--- src/rtl/twdbg_entry_seq.sv ---
module twdbg_entry_seq #(
  parameter longint CLK_HZ = 1_000_000
) (
  input  logic clk,
  input  logic rst,
  input  logic start,
  output logic busy,
  output logic done,
  output logic ck_o,
  output logic dio_o
);

  function automatic longint us2cyc(input longint us);
    longint c;
    c = (us * CLK_HZ + 64'd999_999) / 64'd1_000_000;
    return (c < 1) ? 1 : c;
  endfunction

  localparam longint L_RST = us2cyc(4000);
  localparam longint L_GAP = us2cyc(1);
  localparam longint L_ACT = us2cyc(20000);
  localparam longint L_P1  = us2cyc(60);
  localparam longint L_LAT = us2cyc(1);
  localparam longint L_P4  = us2cyc(60);
  localparam longint L_P5  = us2cyc(5000);
  localparam int CW = $clog2(L_ACT + 1);

  typedef enum logic [2:0] {S_IDLE, S_RST, S_GAP, S_ACT, S_P1, S_LAT, S_P4, S_P5} st_t;

  st_t st;
  logic [CW-1:0] cnt;
  logic [CW-1:0] last;
  logic          at_end;

  always_comb begin
    case (st)
      S_RST:   last = CW'(L_RST - 1);
      S_GAP:   last = CW'(L_GAP - 1);
      S_ACT:   last = CW'(L_ACT - 1);
      S_P1:    last = CW'(L_P1 - 1);
      S_LAT:   last = CW'(L_LAT - 1);
      S_P4:    last = CW'(L_P4 - 1);
      S_P5:    last = CW'(L_P5 - 1);
      default: last = '0;
    endcase
  end

  assign at_end = (cnt == last);

  always_ff @(posedge clk) begin
    if (rst) begin
      st   <= S_IDLE;
      cnt  <= '0;
      done <= 1'b0;
    end else begin
      done <= 1'b0;
      if (st == S_IDLE) begin
        cnt <= '0;
        if (start) st <= S_RST;
      end else if (at_end) begin
        cnt <= '0;
        if (st == S_P5) begin
          st   <= S_IDLE;
          done <= 1'b1;
        end else begin
          st <= st_t'(st + 3'd1);
        end
      end else begin
        cnt <= cnt + 1'b1;
      end
    end
  end

  assign busy  = (st != S_IDLE);
  assign ck_o  = (st == S_ACT) || (st == S_P1) || (st == S_P4) || (st == S_P5);
  assign dio_o = 1'b1;

  a_r2_start_busy: assert property (@(posedge clk) disable iff (rst)
    (!busy && start) |=> busy);
  a_r7_done_single: assert property (@(posedge clk) disable iff (rst)
    done |=> !done);
  a_r7_done_after_busy: assert property (@(posedge clk) disable iff (rst)
    done |-> (!busy && $past(busy)));
  a_r1_idle_clk_low: assert property (@(posedge clk) disable iff (rst)
    !busy |-> !ck_o);
  a_r8_cnt_in_range: assert property (@(posedge clk) disable iff (rst)
    busy |-> (cnt <= last));
  a_r4_latch_short: assert property (@(posedge clk) disable iff (rst)
    $fell(ck_o) && busy |-> (st == S_LAT));

endmodule

--- config.mk ---
export PLATFORM = sky130hd
export DESIGN_NAME = twdbg_entry_seq
export DESIGN_NICKNAME = d
export VERILOG_FILES = /design/src/rtl/twdbg_entry_seq.sv
export SDC_FILE = /design/constraint.sdc
export NUM_CORES = 1
export LEC_CHECK = 0
export BUFFER_PORTS_ARGS = -buffer_cell sky130_fd_sc_hd__buf_2
export CORE_ASPECT_RATIO = 1.2
export CORE_MARGIN = 1.5
export CORE_UTILIZATION = 63
export DETAILED_ROUTE_END_ITERATION = 16
export GPL_TIMING_DRIVEN = 1
export PLACE_DENSITY_LB_ADDON = 0.2
export SYNTH_ARGS = -nofsm -noshare
export SYNTH_HDL_FRONTEND = slang
export SYNTH_SLANG_ARGS = --single-unit
--- constraint.sdc ---
create_clock -name clk -period 4.35 [get_ports clk]
set_input_delay 0.2175 -clock clk [delete_from_list [all_inputs] [get_ports clk]]
set_output_delay 0.2175 -clock clk [all_outputs]
set_load 0.1 [all_outputs]
==> results.py <==
metrics = {
    "timing": {
        "final_hold_viol_count": 0,
        "maxSlewHeadroom": 0.5558,
        "min_period_ps": 2868,
        "setup_viol": 0,
        "worstMarginPinSlew_ps": 666.3,
        "fin_worst_skew_ps": 2.400,
        "finalSetupTns_ps": 0,
        "rsz0062_at_grt": "no",
        "finalMaxSlewViolations": 0,
        "finalCritPeriodShare": 0.6592,
        "fmax_mhz": 348.7,
    },
    "logic_synthesis": {
        "ys_ff_latch": 19,
        "synth.area.top_cells": "dfxtp_1 32%, ha_1 7.4%, xor2_1 6.6%, nor2_2 5.3%, xnor2_1 5.2%",
        "synthArstFlopShare": 0,
        "synth_cells": 139,
        "yosysMostFrequentCell": "dfxtp_1",
        "yosys_most_used_dff": "dfxtp_1",
        "syn_area_sq_mm": 0.001189,
        "synth_common_cells": "19 x dfxtp_1, 13 x nand2_1, 13 x nor2_1",
        "ys_seq_area_frac": 0.3200,
        "synth_top_cell_by_area": "dfxtp_1",
        "synth_top_area_share": 0.3200,
        "yosysWarningCount": 0,
        "syn-num-nets": 149,
        "post_synth_num_cell_types": 39,
        "syn_avg_cell_area_sq_um": 8.551,
        "synth_edf_count": 0,
    },
    "clocking": {
        "clk_pin_slew_ps": 110,
        "cts_max_path_buffers": 2,
        "clock_latency_ps": 300,
        "cts_setup_buffers": 0,
        "ctsHtreeMaxLevel": 1,
        "clkSinkCount": 19,
        "ctsHoldBuffers": 0,
        "cts_root_buf": "clkbuf_4",
        "cts_resized": 0,
        "cts-buffers-inserted": 3,
        "cts_tree": "done",
    },
    "pwr": {
        "ir_drop_mv": 0.3020,
        "clock_power_share": 0.142,
        "share_seq_of_total_power": 0.342,
        "switching_share": 0.4901,
        "switching_power_uw": 306.7,
        "intPower_uw": 319.1,
        "pwr-share-comb": 0.516,
        "p_per_area_mw_per_mm2": 516.7,
        "p_leak_uw": 0.0004603,
    },
    "cells_and_area": {
        "drive_above_1_share": 0.1831,
        "nets": 153,
        "insertedDiodeCount": 0,
        "final_cell_area_sq_mm": 0.001211,
        "area_growth_syn_to_layout_pct": 1.895,
    },
    "die": {
        "die_area_sq_mm": 0.002157,
        "fp.dieW_microns": 42.65,
        "pin_count": 7,
        "die_y_microns": 50.58,
        "rows": 17,
        "start_util": 0.6574,
        "coreArea_sq_mm": 0.001808,
    },
    "global_routing": {
        "grt_antenna_before_repair": 0,
        "grt_use_total": 0.2136,
        "grt_max_degree": 16,
        "grt_pass1_wl_microns": 3519,
        "grt_pass1_vias": 865,
        "grt_overflow": 0,
    },
    "setup_path": {
        "startpoint_type": "register",
        "crit_arrival_ps": 3040,
        "path_max_fanout": 15,
        "cp.required_ps": 4520,
        "critPathKind": "register to register",
        "end_kind": "register",
    },
    "place": {
        "gp_congestion": 0.8918,
        "dp_hpwl_microns": 1508,
        "postPlaceCellArea_sq_mm": 0.001184,
        "port_buffers": 5,
    },
    "route": {
        "drtIter0Drc": 23,
        "drt_pass1_iterations": 4,
        "routed_wl_microns": 1963,
        "vias": 895,
        "viasPerCell": 5.559,
        "wl_per_cell_microns": 12.19,
        "drc": 0,
        "ant_nets": 0,
    },
    "run_status": {
        "status": "completed",
    },
    "job": {
        "cap_violations": 0,
    },
    "worst_hold_path": {
        "min-delay-path-class": "input pin to register",
    },
}
## area by class of cell
type | instances | area, sq um
clock buffers | 3 | 22.52
well taps | 19 | 23.77
repair buffers | 5 | 25.02
clock inverters | 1 | 5.005
flip-flops and latches | 19 | 380.4
fillers | 151 | 596.8
inverters | 9 | 33.78
multi-input cells | 105 | 720.7
## stage by stage
step	setup WS [ps]	util	instances	total power, uW	hold slack (ps)
2_1_floorplan	1492	-	139	513.0	290.3
3_3_place_gp	1558	0.6547	157	540.6	422.8
3_5_place_dp	1473	0.6547	157	542.8	426.7
4_1_cts	1428	0.6699	161	634.4	96.73
5_1_grt	1120	0.6699	161	674.1	108.8
6_report	1482	0.6699	161	625.8	107.8
## flip-flops by register name (all words and copies together) (netlist names)
register / flops
cnt: 15
done: 1
st: 3
## path summary, 6_finish.rpt
kind                             end  cells past startpoint          startpoint  slack (ps)
hold reg to reg    cnt[0]$_SDFF_PP0_                      1   cnt[0]$_SDFF_PP0_         480
setup reg to reg   cnt[5]$_SDFF_PP0_                      8  st[0]$_SDFFE_PP0P_        1480
hold / removal    st[2]$_SDFFE_PP0P_                      2                 rst         110
setup / recovery   cnt[5]$_SDFF_PP0_                      8  st[0]$_SDFFE_PP0P_        1480
## power groups by stage
stage | Clock [uW] | Sequential, uW | Combinational [uW]
finish | 89.0 | 214 | 323
global route | 99.6 | 219 | 356
CTS | 93.5 | 214 | 327
detailed placement | 0 | 218 | 324
global placement | 0 | 217 | 324
floorplan | 0 | 205 | 308
## layout by cell type, fill, tap and decap left out, types with 5 or more instances in the layout
master,synthesis,final
xor2_1,9,9
mux2i_1,5,5
xnor2_1,7,7
inv_1,9,9
nand3_1,5,5
nand2_1,13,13
ha_1,7,7
nor2_1,13,13
nor2_2,10,10
buf_2,1,5
dfxtp_1,19,19
## per-layer routing
| layer | up-vias | track usage | part of all wire |
|---|---|---|---|
| met5 | - | 0 | 0 |
| met4 | 0 | 0.1146 | 0.019 |
| met3 | 5 | 0.02878 | 0.026 |
| met2 | 14 | 0.3687 | 0.50 |
| met1 | 411 | 0.2500 | 0.45 |
| li1 | 465 | - | - |
## kinds of logic after synthesis
| group | share of synthesized area |
|---|---|
| buffers and inverters | 0.07367 |
| other | 0.003155 |
| DFF | 0.3200 |
| adders and majority gates | 0.07368 |
| muxes | 0.04211 |
| and+or+nand+nor | 0.2832 |
| xor gates and xnor gates | 0.1179 |
| AOI/OAI and AO/OA | 0.08632 |
## critical path, cell delays in order, from the launching register on
cell and delay (ps):
dfxtp_1 460, ha_1 240, ha_1 340, xor2_1 110, nor3_1 210, a311oi_2 140
nor4_2 520, or3_1 620, nor2_1 110
(Power assumes the default switching activity.)
